<file path="src/rtl/tss_pkg.sv">
package tss_pkg;
  localparam int unsigned IO_WORDS_DEF = 16;
  localparam logic [1:0]  IO_PAGE_DEF  = 2'd3;
  typedef enum logic {XM_SRC = 1'b0, XM_DST = 1'b1} xmove_dir_e;
endpackage

</file>
<file path="src/rtl/tss_slot_seq.sv">
module tss_slot_seq #(
  parameter int unsigned SLOTS = 4,
  parameter int unsigned TID_W = 2,
  localparam int unsigned LEN_W = $clog2(SLOTS),
  localparam int unsigned TBL_W = SLOTS * TID_W
) (
  input  logic             clk_i,
  input  logic             rst_ni,
  input  logic             cfg_we_i,
  input  logic [TBL_W-1:0] cfg_slots_i,
  input  logic [LEN_W-1:0] cfg_len_i,
  output logic [TID_W-1:0] tid_o,
  output logic [LEN_W-1:0] slot_o,
  output logic             wrap_o
);
  logic [TBL_W-1:0] tbl_q, ptbl_q;
  logic [LEN_W-1:0] len_q, plen_q, slot_q;
  logic             pend_q;

  assign wrap_o = (slot_q == len_q);
  assign slot_o = slot_q;
  assign tid_o  = tbl_q[slot_q*TID_W +: TID_W];

  always_ff @(posedge clk_i or negedge rst_ni) begin
    if (!rst_ni) begin
      tbl_q  <= '0;
      len_q  <= LEN_W'(SLOTS - 1);
      ptbl_q <= '0;
      plen_q <= '0;
      pend_q <= 1'b0;
      slot_q <= '0;
    end else begin
      if (cfg_we_i) begin
        ptbl_q <= cfg_slots_i;
        plen_q <= cfg_len_i;
        pend_q <= 1'b1;
      end
      if (wrap_o) begin
        slot_q <= '0;
        // swap only at the loop boundary
        if (cfg_we_i) begin
          tbl_q  <= cfg_slots_i;
          len_q  <= cfg_len_i;
          pend_q <= 1'b0;
        end else if (pend_q) begin
          tbl_q  <= ptbl_q;
          len_q  <= plen_q;
          pend_q <= 1'b0;
        end
      end else begin
        slot_q <= slot_q + 1'b1;
      end
    end
  end
endmodule

</file>
<file path="src/rtl/tss_thread_bank.sv">
module tss_thread_bank #(
  parameter int unsigned TID_W  = 2,
  parameter int unsigned PC_W   = 11,
  parameter int unsigned PAGE_W = 2,
  localparam int unsigned NTHR  = 1 << TID_W
) (
  input  logic                   clk_i,
  input  logic                   rst_ni,
  input  logic [TID_W-1:0]       issue_tid_i,
  input  logic                   jmp_i,
  input  logic [PAGE_W-1:0]      jmp_page_i,
  input  logic [PC_W-1:0]        jmp_pc_i,
  input  logic                   start_ok_i,
  input  logic [TID_W-1:0]       start_tid_i,
  input  logic [PC_W-1:0]        start_pc_i,
  input  logic [PAGE_W-1:0]      start_page_i,
  input  logic                   stop_ok_i,
  input  logic [TID_W-1:0]       stop_tid_i,
  output logic [NTHR-1:0]        run_o,
  output logic [NTHR*PC_W-1:0]   pc_o,
  output logic [NTHR*PAGE_W-1:0] page_o
);
  for (genvar t = 0; t < NTHR; t++) begin : g_thr
    logic              run_q;
    logic [PC_W-1:0]   pc_q;
    logic [PAGE_W-1:0] page_q;
    logic              stop_hit, start_hit, issue_hit;

    assign stop_hit  = stop_ok_i && (stop_tid_i == TID_W'(t));
    assign start_hit = start_ok_i && (start_tid_i == TID_W'(t)) && !stop_hit;
    assign issue_hit = run_q && (issue_tid_i == TID_W'(t));

    always_ff @(posedge clk_i or negedge rst_ni) begin
      if (!rst_ni) begin
        run_q  <= 1'(t == 0);
        pc_q   <= '0;
        page_q <= '0;
      end else if (stop_hit) begin
        run_q <= 1'b0;
      end else if (start_hit) begin
        run_q  <= 1'b1;
        pc_q   <= start_pc_i;
        page_q <= start_page_i;
      end else if (issue_hit) begin
        if (jmp_i) begin
          pc_q   <= jmp_pc_i;
          page_q <= jmp_page_i;
        end else begin
          pc_q <= pc_q + 1'b1;
        end
      end
    end

    assign run_o[t]                    = run_q;
    assign pc_o[t*PC_W +: PC_W]        = pc_q;
    assign page_o[t*PAGE_W +: PAGE_W]  = page_q;
  end
endmodule

</file>
<file path="src/rtl/tss_addr_map.sv">
module tss_addr_map #(
  parameter int unsigned PC_W     = 11,
  parameter int unsigned PAGE_W   = 2,
  parameter int unsigned IO_WORDS = 16,
  parameter logic [PAGE_W-1:0] IO_PAGE = '1,
  localparam int unsigned ADDR_W  = PC_W + PAGE_W,
  localparam logic [PC_W-1:0] IO_BASE = PC_W'((1 << PC_W) - IO_WORDS)
) (
  input  logic [PAGE_W-1:0] page_i,
  input  logic [PC_W-1:0]   addr_i,
  output logic [ADDR_W-1:0] phys_o,
  output logic              io_o
);
  always_comb begin
    io_o   = (addr_i >= IO_BASE);
    phys_o = io_o ? {IO_PAGE, addr_i} : {page_i, addr_i};
  end
endmodule

</file>
<file path="src/rtl/task_slot_sched.sv">
module task_slot_sched
  import tss_pkg::*;
#(
  parameter int unsigned SLOTS    = 4,
  parameter int unsigned TID_W    = 2,
  parameter int unsigned PC_W     = 11,
  parameter int unsigned PAGE_W   = 2,
  parameter int unsigned CORE_W   = 3,
  parameter logic [CORE_W-1:0] CORE_ID = 3'd2,
  parameter int unsigned IO_WORDS = IO_WORDS_DEF,
  localparam int unsigned NTHR    = 1 << TID_W,
  localparam int unsigned LEN_W   = $clog2(SLOTS),
  localparam int unsigned TBL_W   = SLOTS * TID_W,
  localparam int unsigned ADDR_W  = PC_W + PAGE_W
) (
  input  logic              clk_i,
  input  logic              rst_ni,
  input  logic              cfg_we_i,
  input  logic [TBL_W-1:0]  cfg_slots_i,
  input  logic [LEN_W-1:0]  cfg_len_i,
  input  logic [CORE_W-1:0] req_core_i,
  input  logic              start_i,
  input  logic [TID_W-1:0]  start_tid_i,
  input  logic [PC_W-1:0]   start_pc_i,
  input  logic [PAGE_W-1:0] start_page_i,
  input  logic              stop_i,
  input  logic [TID_W-1:0]  stop_tid_i,
  input  logic              jmp_i,
  input  logic [PAGE_W-1:0] jmp_page_i,
  input  logic [PC_W-1:0]   jmp_pc_i,
  input  logic              xmove_i,
  input  logic              xmove_dir_i,
  input  logic [PAGE_W-1:0] xmove_page_i,
  input  logic [PC_W-1:0]   src_addr_i,
  input  logic [PC_W-1:0]   dst_addr_i,
  output logic [TID_W-1:0]  issue_tid_o,
  output logic              issue_run_o,
  output logic [PC_W-1:0]   issue_pc_o,
  output logic [ADDR_W-1:0] page_base_o,
  output logic [ADDR_W-1:0] src_phys_o,
  output logic [ADDR_W-1:0] dst_phys_o,
  output logic              src_io_o,
  output logic              dst_io_o
);
  logic [LEN_W-1:0]       seq_slot;
  logic                   seq_wrap;
  logic                   start_ok, stop_ok;
  logic [NTHR-1:0]        run_vec;
  logic [NTHR*PC_W-1:0]   pc_flat;
  logic [NTHR*PAGE_W-1:0] page_flat;
  logic [PAGE_W-1:0]      cur_page, src_page, dst_page;

  assign start_ok = start_i && (req_core_i == CORE_ID);
  assign stop_ok  = stop_i && (req_core_i == CORE_ID);

  tss_slot_seq #(.SLOTS(SLOTS), .TID_W(TID_W)) u_seq (
    .clk_i, .rst_ni, .cfg_we_i, .cfg_slots_i, .cfg_len_i,
    .tid_o(issue_tid_o), .slot_o(seq_slot), .wrap_o(seq_wrap)
  );

  tss_thread_bank #(.TID_W(TID_W), .PC_W(PC_W), .PAGE_W(PAGE_W)) u_bank (
    .clk_i, .rst_ni,
    .issue_tid_i(issue_tid_o), .jmp_i, .jmp_page_i, .jmp_pc_i,
    .start_ok_i(start_ok), .start_tid_i, .start_pc_i, .start_page_i,
    .stop_ok_i(stop_ok), .stop_tid_i,
    .run_o(run_vec), .pc_o(pc_flat), .page_o(page_flat)
  );

  assign cur_page    = page_flat[issue_tid_o*PAGE_W +: PAGE_W];
  assign issue_pc_o  = pc_flat[issue_tid_o*PC_W +: PC_W];
  assign issue_run_o = run_vec[issue_tid_o];
  assign page_base_o = {cur_page, {PC_W{1'b0}}};

  assign src_page = (xmove_i && xmove_dir_i == XM_SRC) ? xmove_page_i : cur_page;
  assign dst_page = (xmove_i && xmove_dir_i == XM_DST) ? xmove_page_i : cur_page;

  tss_addr_map #(.PC_W(PC_W), .PAGE_W(PAGE_W), .IO_WORDS(IO_WORDS),
                 .IO_PAGE(PAGE_W'(IO_PAGE_DEF))) u_src_map (
    .page_i(src_page), .addr_i(src_addr_i), .phys_o(src_phys_o), .io_o(src_io_o)
  );

  tss_addr_map #(.PC_W(PC_W), .PAGE_W(PAGE_W), .IO_WORDS(IO_WORDS),
                 .IO_PAGE(PAGE_W'(IO_PAGE_DEF))) u_dst_map (
    .page_i(dst_page), .addr_i(dst_addr_i), .phys_o(dst_phys_o), .io_o(dst_io_o)
  );
endmodule

</file>
<file path="config.mk">
export PLATFORM = sky130hd
export DESIGN_NAME = task_slot_sched
export DESIGN_NICKNAME = d
export VERILOG_FILES = /design/src/rtl/tss_pkg.sv /design/src/rtl/tss_slot_seq.sv /design/src/rtl/tss_thread_bank.sv /design/src/rtl/tss_addr_map.sv /design/src/rtl/task_slot_sched.sv
export SDC_FILE = /design/constraint.sdc
export NUM_CORES = 1
export LEC_CHECK = 0
export BUFFER_PORTS_ARGS = -buffer_cell sky130_fd_sc_hd__clkbuf_2
export CAP_MARGIN = 20
export CORE_ASPECT_RATIO = 1.5
export CORE_UTILIZATION = 55
export DETAILED_ROUTE_END_ITERATION = 16
export GPL_TIMING_DRIVEN = 0
export PLACE_DENSITY = 0.93
export SLEW_MARGIN = 20
export SYNTH_ARGS = -nofsm -noshare
export SYNTH_HDL_FRONTEND = slang
export SYNTH_HIERARCHICAL = 1
export SYNTH_SLANG_ARGS = --single-unit
export TNS_END_PERCENT = 50
</file>
<file path="constraint.sdc">
create_clock -name clk_i -period 3.8 [get_ports clk_i]
set_input_delay 0.76 -clock clk_i [delete_from_list [all_inputs] [get_ports clk_i]]
set_output_delay 0.76 -clock clk_i [all_outputs]
set_load 0.005 [all_outputs]
</file>
=== Word level (Yosys, flattened, before mapping) ===
Cells that the tools add are included.

* Output and inout port bits: 55
* Input port bits: 75
* Register bits after elaboration: 79
* Word-level logic and storage cells: 139

* Shift operators: 3
* Bitwise logic cells: 5
* Add/subtract/negate cells: 5
* Equality and inequality tests: 11
* Multiplexer cells: 44
* Multipliers: 1
* Reduce and logical (&&, ||, !) cells: 49
* Order comparisons: 3

{| class="wikitable"
|+ Operators with widths
! operator !! count
|-
| 11-bit two-way mux || 12
|-
| 11-bit by 1-bit adder with 11-bit output (second input constant) || 4
|-
| 44-bit by 7-bit variable part select with 11-bit output || 1
|-
| 2-bit two-way mux || 14
|-
| 13-bit two-way mux || 2
|-
| 2-bit nonzero test || 13
|-
| 11-bit >= comparator (second input constant) || 2
|-
| 1-bit logical AND || 20
|-
| 8-bit two-way mux || 2
|-
| 8-bit by 4-bit variable part select with 2-bit output || 2
|-
| 1-bit two-way mux || 13
|-
| 2-bit == test (second input constant) || 6
|-
| 3-bit AND reduction || 4
|-
| 2-bit AND reduction || 5
|-
| 2-bit by 1-bit == test with 1-bit output (second input constant) || 3
|-
| 2-bit logical NOT || 3
|-
| 2-bit by 4-bit multiplier with 6-bit output (second input constant) || 1
|-
| 1-bit NOT || 5
|-
| 1-bit logical NOT || 4
|-
| 3-bit by 2-bit == test with 1-bit output (second input constant) || 1
|-
| 2-bit by 3-bit < comparator with 1-bit output (second input constant) || 1
|-
| 2-bit by 1-bit adder with 2-bit output (second input constant) || 1
|-
| 1-bit binary-select mux with 2-bit select || 1
|-
| 2-bit == test || 1
|}

=== Longest topological paths before layout ===
Gate-level depths: netlist of the first run.

* Word-level depth: 7
* Mapped depth: 9
* Gate-level depth less buffers: 6

=== By module ===
The synthesis of the first run kept the hierarchy.

{| class="wikitable"
|+ Modules (own cells, without submodules)
! module !! sequential area each (um2) !! area an instance (um2) !! instances !! cells an instance
|-
| tss_thread_bank || 1,402.6 || 3,732.3 || 1 || 456
|-
| tss_slot_seq || 578.1 || 952.2 || 1 || 56
|-
| task_slot_sched || 0.0 || 500.5 || 1 || 37
|-
| tss_addr_map || 0.0 || 112.6 || 2 || 16
|}

=== Worst setup path after synthesis of the first run ===
OpenSTA, ideal clock, no wires.

* Path kind: reg2out
* Start point: register u_seq.slot_q[0], in the netlist u_seq/slot_o[0]
* End point: output src_phys_o[11]
* Cell stages (with the launch flop): 7
* Buffers on the path: 2
* Arrival: 2,208 ps
* Slack: 832 ps
* Path through: dfrtp_1 -> buf_6 -> mux4_1 -> buf_6 -> mux4_2 -> mux2_2 -> o21bai_1

* Longest elaborated chain between the ends: 4

{| class="wikitable"
|+ Ends and longest elaborated chain
! what !! RTL line !! text
|-
| start: declaration || tss_slot_seq.sv:17 || <nowiki>logic [LEN_W-1:0] len_q, plen_q, slot_q;</nowiki>
|-
| start signal: assignment || tss_slot_seq.sv:51 || <nowiki>slot_q <= slot_q + 1'b1;</nowiki>
|-
| 8-bit by 4-bit variable part select with 2-bit output || tss_slot_seq.sv:22 || <nowiki>assign tid_o = tbl_q[slot_q*TID_W +: TID_W];</nowiki>
|-
| net issue_tid_o[0] || task_slot_sched.sv:36 || <nowiki>output logic [TID_W-1:0] issue_tid_o,</nowiki>
|-
| 8-bit by 4-bit variable part select with 2-bit output || task_slot_sched.sv:69 || <nowiki>assign cur_page = page_flat[issue_tid_o*PAGE_W +: PAGE_W];</nowiki>
|-
| net page_base_o[11] || task_slot_sched.sv:39 || <nowiki>output logic [ADDR_W-1:0] page_base_o,</nowiki>
|-
| 2-bit two-way mux || task_slot_sched.sv:74 || <nowiki>assign src_page = (xmove_i && xmove_dir_i == XM_SRC) ? xmove_page_i : cur_page;</nowiki>
|-
| net src_page[0] || task_slot_sched.sv:51 || <nowiki>logic [PAGE_W-1:0] cur_page, src_page, dst_page;</nowiki>
|-
| 13-bit two-way mux || tss_addr_map.sv:16 || <nowiki>phys_o = io_o ? {IO_PAGE, addr_i} : {page_i, addr_i};</nowiki>
|-
| end: declaration || task_slot_sched.sv:40 || <nowiki>output logic [ADDR_W-1:0] src_phys_o,</nowiki>
|}

The timed path passes the listed nets, and every way through them passes these cells.

=== Worst setup path in the final report of the first run ===
* Start point: register u_seq.slot_q[0], in the netlist u_seq/slot_o[0]
* End point: output src_phys_o[11]

* Longest elaborated chain between the ends: 4

{| class="wikitable"
|+ Ends and longest elaborated chain
! what !! RTL line
|-
| 8-bit by 4-bit variable part select with 2-bit output || tss_slot_seq.sv:22
|-
| 8-bit by 4-bit variable part select with 2-bit output || task_slot_sched.sv:69
|-
| 2-bit two-way mux || task_slot_sched.sv:74
|-
| net src_page[0] || task_slot_sched.sv:51
|-
| 13-bit two-way mux || tss_addr_map.sv:16
|}

The timed path passes the listed nets, and every way through them passes these cells.

==> flow_metrics.tcl, run 1 <==
set metrics [dict create \
    r2r_start "u_seq/slot_o[0]" \
    drive_gt1_share_pct 31.24 \
    sw_frac_of_total_pct 40.58 \
    cts_tree "done" \
    die_height_um 123.5 \
    area_growth_pct 19.38 \
    grt_overflow 0 \
    drc 0 \
    setup-violations-final 0 \
    cp.required_ps 3040 \
    drv_slew 0 \
    synth_cells 581 \
    htreeDepth 3 \
    grt_start_max_net_pins 50 \
    antennaDiodeCount 0 \
    worstPathMaxFanout 8 \
    post-dp-hpwl_um 13230 \
    grt_pass1_vias 5091 \
    critPathMostFrequentCell "buf_6" \
    ctsResizeCount 0 \
    fin_worst_skew_ps 11.31 \
    drt_iter0_drc 648 \
    synth_seq_cells 79 \
    syn_area_per_cell_um2 9.312 \
    hold_viol 0 \
    combPwrFrac_pct 51.1 \
    postCtsSetupBuffers 0 \
    gp_congestion 0.9903 \
    drtAntennaViolNets 0 \
    synth_ff_type "dfrtp_1" \
    hold_class "primary input to async pin" \
    multi_input_area_um2 3009 \
    tns_ps 0 \
    cp_top_family "multiplexers" \
    crit_type "flip-flop to output port" \
    ys_types 67 \
    die_w_um 82.98 \
    vias 5441 \
    vias_per_cell 6.540 \
    async_flop_share_pct 100.0 \
    routedWlPerCell_um 21.03 \
    regArea_um2 1981 \
    crit_path_end_kind "output port" \
    arrival_ps 2830 \
    vdd_drop_max_uv 657.8 \
    outcome "finished clean" \
    worst_pin_slew_ps 857.2 \
    cts_root_buf "clkbuf_16" \
    maxSlewHeadroom_pct 42.42 \
    power.total_mw 5.103 \
    yosysWarnings 6 \
    grt_util_all_layers_pct 33.27 \
    startpoint_type "flip-flop" \
    io_pins 130 \
    core_um2 9634 \
    pwr-share-seq_pct 31.9 \
    path_cells "buf_6 -> mux4_1 -> buf_6 -> mux4_2 -> mux2_2 -> o21bai_1 -> clkbuf_2" \
    clockBufferDepth 2 \
    fmax_mhz 278.7 \
    cp_slowest_cell "mux4_1" \
    crit_start "u_seq/slot_o[0]" \
    rsz0062_at_grt "false" \
    cpPeakStageDelay_ps 740 \
    ctsHoldBuffers 0 \
    synth_edf_count 0 \
    nNetsFinal 791 \
    power.internal_mw 3.032 \
    grt_pass1_wl_um 25740 \
    synth_area_um2 5410 \
    leakagePower_nw 2.846 \
    power_density_nw_per_um2 790.1 \
    clk_latency_ps 340 \
    dieArea_um2 10250 \
    clkTransAtPathRegs_ps 60 \
    synth-seq-area-share_pct 36.61 \
    drtPass1Iterations 6 \
    clock_power_share_pct 16.9 \
    start_util_pct 56.16 \
    crit_buf_inv 3 \
    cap_violations 0 \
    fillers 711 \
    clock_sinks 79 \
    finalCritPeriodShare_pct 94.41 \
    wl_um 17500 \
    min_period_ps 3588 \
    portBuffers 109 \
    p_switching_mw 2.071 \
    rows 44 \
    cts_buffers 9 \
    antenna_found_initial 0 \
]
power by group through the flow:
stage	registers (mW)	logic, mW	clock network [mW]
6_report	1.63	2.61	0.864
5_1_grt	1.66	2.80	0.899
3_5_place_dp	1.62	2.57	0
3_3_place_gp	1.59	2.48	0
2_1_floorplan	1.47	1.83	0
4_1_cts	1.61	2.58	0.867
kinds of logic after synthesis:
| logic type | count (synthesis) | share of synthesized area, % |
|---|---|---|
| buffers and inverters | 73 | 8.464 |
| XOR/XNOR | 11 | 2.128 |
| flip-flops | 79 | 36.61 |
| multiplexers | 58 | 15.19 |
| other | 1 | 0.06931 |
| AND/OR/NAND/NOR | 204 | 19.17 |
| adder cells (fa/ha/maj) | 4 | 0.9251 |
| AO/OA/AOI/OAI | 151 | 17.44 |
area by class of cell:
type	instances	area share, %
clock inverters	4	0.6974
well taps	115	2.228
flip-flops and latches	79	30.67
clock buffers	12	3.816
multi-input cells	439	46.59
inverters	5	0.2906
repair buffers	110	8.911
plain buffers	68	6.800
cell usage after synthesis (all sizes together) (5+ instances only):
| cell type | number | area [um2] |
|---|---|---|
| a211oi | 5 | 37.54 |
| a21oi | 40 | 200.2 |
| a31oi | 15 | 93.84 |
| and4 | 8 | 70.07 |
| buf | 54 | 386.6 |
| clkbuf | 14 | 52.55 |
| dfrtp | 76 | 1902 |
| mux2 | 24 | 270.3 |
| mux2i | 18 | 180.2 |
| mux4 | 16 | 371.6 |
| nand2 | 65 | 244.0 |
| nand2b | 5 | 31.28 |
| nand3 | 17 | 85.08 |
| nand4 | 12 | 75.07 |
| nor2 | 47 | 176.4 |
| nor2b | 5 | 31.28 |
| nor3 | 16 | 91.34 |
| o21ai | 41 | 209.0 |
| o221ai | 8 | 70.07 |
| o22ai | 8 | 50.05 |
| o31ai | 5 | 37.54 |
| xnor2 | 9 | 78.83 |
per-stage QoR:
stage	hold WS [ps]	std cells	utilization [%]	cell area [um2]	worst slack, ps
floorplan	464.4	591	-	5448	831.6
global placement	479.1	815	63.70	6137	609.9
global route	440.9	832	67.04	6459	132.0
detailed placement	485.9	816	64.01	6167	562.2
CTS	425.2	832	67.04	6459	213.8
finish	412.0	832	67.04	6459	212.4
path summary, 6_finish.rpt:
check	to	slack, ps	depth (start not counted)
max reg2reg	u_bank/g_thr[0].page_q[1]	650	6
max in group asynchronous	u_seq/len_q[0]	2740	2
max	src_phys_o[11]	210	7
min reg2reg	u_seq/ptbl_q[6]	490	1
min in group clk_i	u_seq/ptbl_q[6]	490	1
min	u_bank/g_thr[2].page_q[0]	410	1
worst register-to-register path: stages, from the launching register on:
cell and delay [ps]:
dfrtp_1 340, buf_6 140, mux4_1 870, nor4b_4 800, nand2_1 460, mux2i_1 270
o21ai_0 120
state kept, by name, indices dropped and copies added, names as in the netlist:
register / count
u_bank/g_thr.page_q: 8
u_bank/g_thr.pc_q: 44
u_bank/g_thr.run_q: 4
u_seq/len_q: 2
u_seq/pend_q: 1
u_seq/plen_q: 2
u_seq/ptbl_q: 8
u_seq/slot_o: 2
u_seq/tbl_q: 8
layout by cell type, fill, tap and decap left out, types with 17 or more instances in the layout:
cell type,instances
clkbuf_2,108
mux2_2,24
a21oi_1,40
o21ai_0,37
nor2_1,47
mux2i_1,18
nand2_1,65
dfrtp_1,76
nand3_1,17
buf_4,38
routing by layer:
layer | GRT usage (%) | part of all wire, % | routed length [um] | up-vias
li1 | - | - | - | 2380
met1 | 37.37 | 35 | 6193 | 2590
met2 | 57.74 | 50 | 8765 | 379
met3 | 5.874 | 8.2 | 1437 | 92
met4 | 23.06 | 6.3 | 1100 | 0
met5 | 0 | 0 | 0 | -
Power figures use the tool's default switching activity.
==> inputs of run 2 (changes only) <==
- ABC_AREA: default -> 1
- CORE_UTILIZATION: 55 -> 56
- HOLD_SLACK_MARGIN: default -> 0.08
- SKIP_LAST_GASP: default -> 1
==> run 2 against run 1 <==
Maximum frequency is 3.8% higher. Critical path type unchanged. Cell count is 48% higher. Sequential share of layout area is 2.6 points lower. Clock-buffer cell count is 1 higher. Largest cell class unchanged. Combinational power is 16% higher. Non-clock buffer count is 1 lower.
==> flow_metrics.tcl, run 2 <==
set metrics [dict create \
    outcome "finished clean" \
    fin_worst_skew_ps 7.271 \
    maxUsedRoutingLayer "met4" \
    clk_latency_ps 340 \
    r2r_slack_ps 1130 \
    crit_type "flip-flop to output port" \
    htreeDepth 3 \
    synthMostInstantiatedCell "nand2_1" \
    antennaDiodeCount 0 \
    crit_start "u_seq/slot_o[0]" \
    post-place-ws_ps 799.0 \
    endpoint "issue_pc_o[10]" \
    reg2reg_depth 11 \
    yosys.area.top_type "dfrtp_1" \
    post-dp-hpwl_um 14190 \
    die_height_um 128.4 \
    hold_class "primary input to async pin" \
    cp_top_family "compound AO/OA/AOI/OAI gates" \
    rows 45 \
    worst_pin_slew_ps 800.6 \
    drtPass1Iterations 6 \
    worstPathMaxFanout 10 \
    synthTopCellsByCount "nand2_1 (360), nor2_1 (133), dfrtp_1 (76)" \
    vias 6695 \
    cpPeakStageDelay_ps 620 \
    synth_ff_type "dfrtp_1" \
    crit_buf_inv 5 \
    synth_top_area_share_pct 31.90 \
    synth_edf_count 0 \
    setup-violations-final 0 \
    nNetsFinal 1163 \
    antenna_found_initial 0 \
    synth_area_um2 5962 \
    grt_start_max_net_pins 51 \
    wl_met3_um 1732 \
    clock_sinks 79 \
    cp.required_ps 3040 \
    area_growth_pct 18.53 \
    grt_overflow 0 \
    tns_ps 0 \
    wl_met2_um 9149 \
    min_period_ps 3457 \
    portBuffers 110 \
    dieArea_um2 11070 \
    synth_cells 952 \
    syn_area_per_cell_um2 6.263 \
    maxSlewHeadroom_pct 46.63 \
    cp_slowest_cell "o22ai_1" \
    drv_slew 0 \
    startpoint_type "flip-flop" \
    power.total_mw 5.538 \
    drive_gt1_share_pct 20.20 \
    drtAntennaViolNets 0 \
    vdd_drop_max_uv 441.0 \
    grt_pass1_vias 6222 \
    clkTransAtPathRegs_ps 60 \
    ctsResizeCount 0 \
    postCtsSetupBuffers 0 \
    fmax_mhz 289.3 \
    ctsHoldBuffers 0 \
    start_util_pct 58.18 \
    leakagePower_nw 3.910 \
    core_um2 10250 \
    largest_register "u_bank/g_thr.pc_q" \
    critPathMostFrequentCell "o21ai_1" \
    grt_util_all_layers_pct 34.54 \
    fillers 940 \
    reg2reg_to "u_bank/g_thr[0].pc_q[10]" \
    cts_tree "done" \
    routedWlPerCell_um 15.06 \
    yosysWarnings 6 \
    cp_num_cells 10 \
    path_cells "buf_6 -> inv_6 -> o21ai_0 -> o22ai_1 -> inv_2 -> buf_4 -> nor2_1 -> o21ai_1 -> o21ai_1 -> clkbuf_2" \
    io_pins 130 \
    hold_viol 0 \
    final_common_cell "nand2_1" \
    r2r_start "u_seq/slot_o[0]" \
    power_density_nw_per_um2 783.7 \
    die_w_um 86.25 \
    gp_congestion 0.9917 \
    vias_per_cell 5.443 \
    setup_ws_ps 342.9 \
    finalCritPeriodShare_pct 90.98 \
    arrival_ps 2700 \
    rsz0062_at_grt "false" \
    ys_types 38 \
    cts_buffers 9 \
    met1_length_um 6249 \
    wl_um 18530 \
    synth-seq-area-share_pct 33.22 \
    synthTopCellsByArea "dfrtp_1 (32%), nand2_1 (23%), nor2_1 (8.4%)" \
    drt_iter0_drc 678 \
    most-common-layout-cells "nand2_1 (360), nor2_1 (133), clkbuf_2 (110)" \
    synth_seq_cells 79 \
    grt_pass1_wl_um 29450 \
    largest_reg_flops 44 \
    cap_violations 0 \
    async_flop_share_pct 100.0 \
    fin_util_pct 68.96 \
    clockBufferDepth 2 \
    drc 0 \
    holdWs_ps 390.3 \
    crit_path_end_kind "output port" \
    cts_root_buf "clkbuf_16" \
]
## run 2: cell families (layout without fill, tap and decap cells)
group | after synthesis | in the layout | synth area share, %
XOR/XNOR | 7 | 7 | 1.028
flip-flops | 79 | 79 | 33.22
AND/OR/NAND/NOR | 597 | 597 | 41.15
AO/OA/AOI/OAI | 121 | 121 | 10.87
adder cells (fa/ha/maj) | 4 | 4 | 0.8395
other | 1 | 11 | 0.06290
buffers and inverters | 143 | 270 | 12.82
## run 2: where the power goes
group | switching [mW] | internal, mW
clock network | 0.342 | 0.561
logic | 1.86 | 1.18
registers | 0.402 | 1.19
## run 2: stage by stage
step / cells / cell area (um2)
floorplan: 962 / 6000
CTS: 1230 / 7067
detailed placement: 1214 / 6756
global route: 1230 / 7067
global placement: 1213 / 6726
finish: 1230 / 7067
## run 2: metal layers
layer,GRT usage [%],up-vias
met5,0,-
met4,26.57,0
met3,9.108,111
met2,59.15,396
met1,35.63,2959
li1,-,3229
## run 2: how the worst min path moves through the flow
stage | start | end | slack, ps
floorplan | u_seq/plen_q[0] | u_seq/plen_q[0] | 440
global placement | u_seq/ptbl_q[5] | u_seq/ptbl_q[5] | 450
detailed placement | u_seq/ptbl_q[4] | u_seq/ptbl_q[4] | 460
CTS | rst_ni | u_bank/g_thr[0].pc_q[8] | 410
global route | rst_ni | u_bank/g_thr[0].pc_q[8] | 420
finish | rst_ni | u_bank/g_thr[0].pc_q[8] | 390
## run 2: cell type report
class	count	area, um2	area share (%)
multi-input combinational	740	3254	46.05
sequential	79	1981	28.03
timing repair buffer	111	580.6	8.215
buffer	66	470.5	6.657
inverter	77	294.0	4.161
clock buffer	13	270.3	3.824
tap	141	176.4	2.496
clock inverter	3	40.04	0.5666
==> inputs of run 3 (changes only) <==
--- a/config.mk
+++ b/config.mk
@@ -7,3 +7,3 @@
 export LEC_CHECK = 0
-export ABC_AREA = 1
+export ABC_AREA = 0
 export BUFFER_PORTS_ARGS = -buffer_cell sky130_fd_sc_hd__clkbuf_2
@@ -11,3 +11,3 @@
 export CORE_ASPECT_RATIO = 1.5
-export CORE_UTILIZATION = 56
+export CORE_UTILIZATION = 55
 export DETAILED_ROUTE_END_ITERATION = 16
@@ -17,3 +17,2 @@
 export SKIP_LAST_GASP = 1
-export SLEW_MARGIN = 20
 export SYNTH_ARGS = -nofsm -noshare
==> constraint.sdc (replaced) <==
create_clock -name clk_i -period 3.8 [get_ports clk_i]
set_input_delay 0.19 -clock clk_i [delete_from_list [all_inputs] [get_ports clk_i]]
set_output_delay 0.19 -clock clk_i [all_outputs]
set_load 0.005 [all_outputs]
==> run 3 against run 2 <==
Maximum frequency grew 11%. First-iteration DRC count decreased by 8.0%. Global-route usage decreased by 1.3 points. Die area fell by 7.5%. Critical path depth is 4 lower. Largest power group unchanged. Largest cell class unchanged. Worst hold slack worse by 290 ps. Register-to-register slack worse by 460 ps. Worst setup slack better by 330 ps. Cell area down 8.5%. Cell count down 32%. Clock power down 4.0%. Highest routed layer unchanged. Critical endpoint is now u_bank/g_thr[0].page_q[1]. Via count down 19%.
==> flow_metrics.tcl, run 3 (synthesized netlist as in run 1, its figures left out) <==
set metrics [dict create \
    cts_root_buf "clkbuf_16" \
    cpPeakStageDelay_ps 870 \
    cp.required_ps 4000 \
    most-common-layout-cells "clkbuf_2 (108), dfrtp_1 (76), nand2_1 (65)" \
    outcome "finished clean" \
    wl_um 17410 \
    gp_congestion 0.9903 \
    worstPathMaxFanout 12 \
    instances_no_fill 833 \
    hold_viol 0 \
    cts_buffers 9 \
    portBuffers 109 \
    die_w_um 82.98 \
    maxSlewHeadroom_pct 42.01 \
    antenna_found_initial 0 \
    cp_slowest_cell "mux4_1" \
    grt_start_max_net_pins 50 \
    die_height_um 123.5 \
    fmax_mhz 319.8 \
    fillers 711 \
    nNetsFinal 792 \
    rows 44 \
    r2r_slack_ps 670 \
    path_cells "buf_6 -> mux4_1 -> nor4b_4 -> nand2_1 -> mux2i_1 -> o21ai_0" \
    hold_class "primary input to flip-flop" \
    clk_latency_ps 340 \
    vias 5433 \
    rsz0062_at_grt "false" \
    tns_ps 0 \
    area_growth_pct 19.57 \
    dp_cells 816 \
    crit_path_end_kind "flip-flop" \
    arrival_ps 3320 \
    antennaDiodeCount 0 \
    dieArea_um2 10250 \
    grt_util_all_layers_pct 33.27 \
    startpoint_type "flip-flop" \
    largest_register "u_bank/g_thr.pc_q" \
    grt_pass1_vias 5091 \
    largest_reg_flops 44 \
    worst_pin_slew_ps 863.2 \
    power_density_nw_per_um2 788.7 \
    drt_iter0_drc 624 \
    final_common_cell "clkbuf_2" \
    drive_gt1_share_pct 31.20 \
    grt_overflow 0 \
    cts_tree "done" \
    start_util_pct 56.16 \
    grt_pass1_wl_um 25740 \
    io_pins 130 \
    clockBufferDepth 2 \
    cap_violations 0 \
    clock_sinks 79 \
    crit_type "flip-flop to flip-flop" \
    leakagePower_nw 2.850 \
    routedWlPerCell_um 20.90 \
    core_um2 9634 \
    postCtsSetupBuffers 0 \
    drtPass1Iterations 5 \
    min_period_ps 3127 \
    regArea_um2 1981 \
    vdd_drop_max_uv 656.9 \
    post-dp-hpwl_um 13230 \
    htreeDepth 3 \
    drtAntennaViolNets 0 \
    fin_worst_skew_ps 11.86 \
    finalCritPeriodShare_pct 82.29 \
    setup-violations-final 0 \
    drv_slew 0 \
    multi_input_area_um2 3009 \
    vias_per_cell 6.522 \
    drc 0 \
    clkTransAtPathRegs_ps 60 \
]
## run 3: per-layer routing
metal	up-vias	track usage, %	wire length [um]
li1	2377	-	-
met1	2569	37.37	6048
met2	406	57.74	8757
met3	81	5.874	1536
met4	0	23.06	1065
met5	-	0	0
## run 3: final cells by class
cell class / instances / area share, %
clock buffers: 12 / 3.810
flip-flops and latches: 79 / 30.62
multi-input cells: 439 / 46.52
well taps: 115 / 2.224
plain buffers: 68 / 6.789
repair buffers: 111 / 9.052
inverters: 5 / 0.2901
clock inverters: 4 / 0.6963
## run 3: path summary, 6_finish.rpt
check	depth (start not counted)	startpoint	end
max in group asynchronous	3	rst_ni	u_seq/len_q[0]
max	6	u_seq/slot_o[0]	u_bank/g_thr[0].page_q[1]
min reg2reg	1	u_seq/ptbl_q[6]	u_seq/ptbl_q[6]
min	2	cfg_slots_i[1]	u_seq/ptbl_q[1]
max reg2reg	6	u_seq/slot_o[0]	u_bank/g_thr[0].page_q[1]
min in group asynchronous	2	rst_ni	u_bank/g_thr[2].page_q[0]
## run 3: per-stage QoR
step	util [%]	hold WS, ps	worst slack (ps)	power (mW)	cell area (um2)
after CTS	67.14	101.4	759.7	5.053	6469
after floorplan	-	-105.6	1402	3.296	5448
after detailed placement	64.01	211.2	769.3	4.187	6167
after global placement	63.70	439.3	839.3	4.065	6137
final	67.14	104.2	673.2	5.102	6469
after global routing	67.14	103.8	619.9	5.359	6469
## run 3: where the power goes
| group | leakage, nW | switching, mW | internal (mW) |
|---|---|---|---|
| sequential | 0.946 | 0.425 | 1.20 |
| combinational | 1.76 | 1.30 | 1.31 |
| clock | 0.146 | 0.342 | 0.524 |
## run 3: critical path: cells and delay by family (launching register included)
kind	cells	cell delay, ps
flip-flops	1	340
multiplexers	2	1140
AND/OR/NAND/NOR	2	1240
AO/OA/AOI/OAI	1	110
buffers and inverters	1	140
## run 3: timing repair
item | in CTS | in global routing
hold endpoints to repair | 30 | 0
hold buffers | 1 | 0
gates resized for setup | 0 | 0
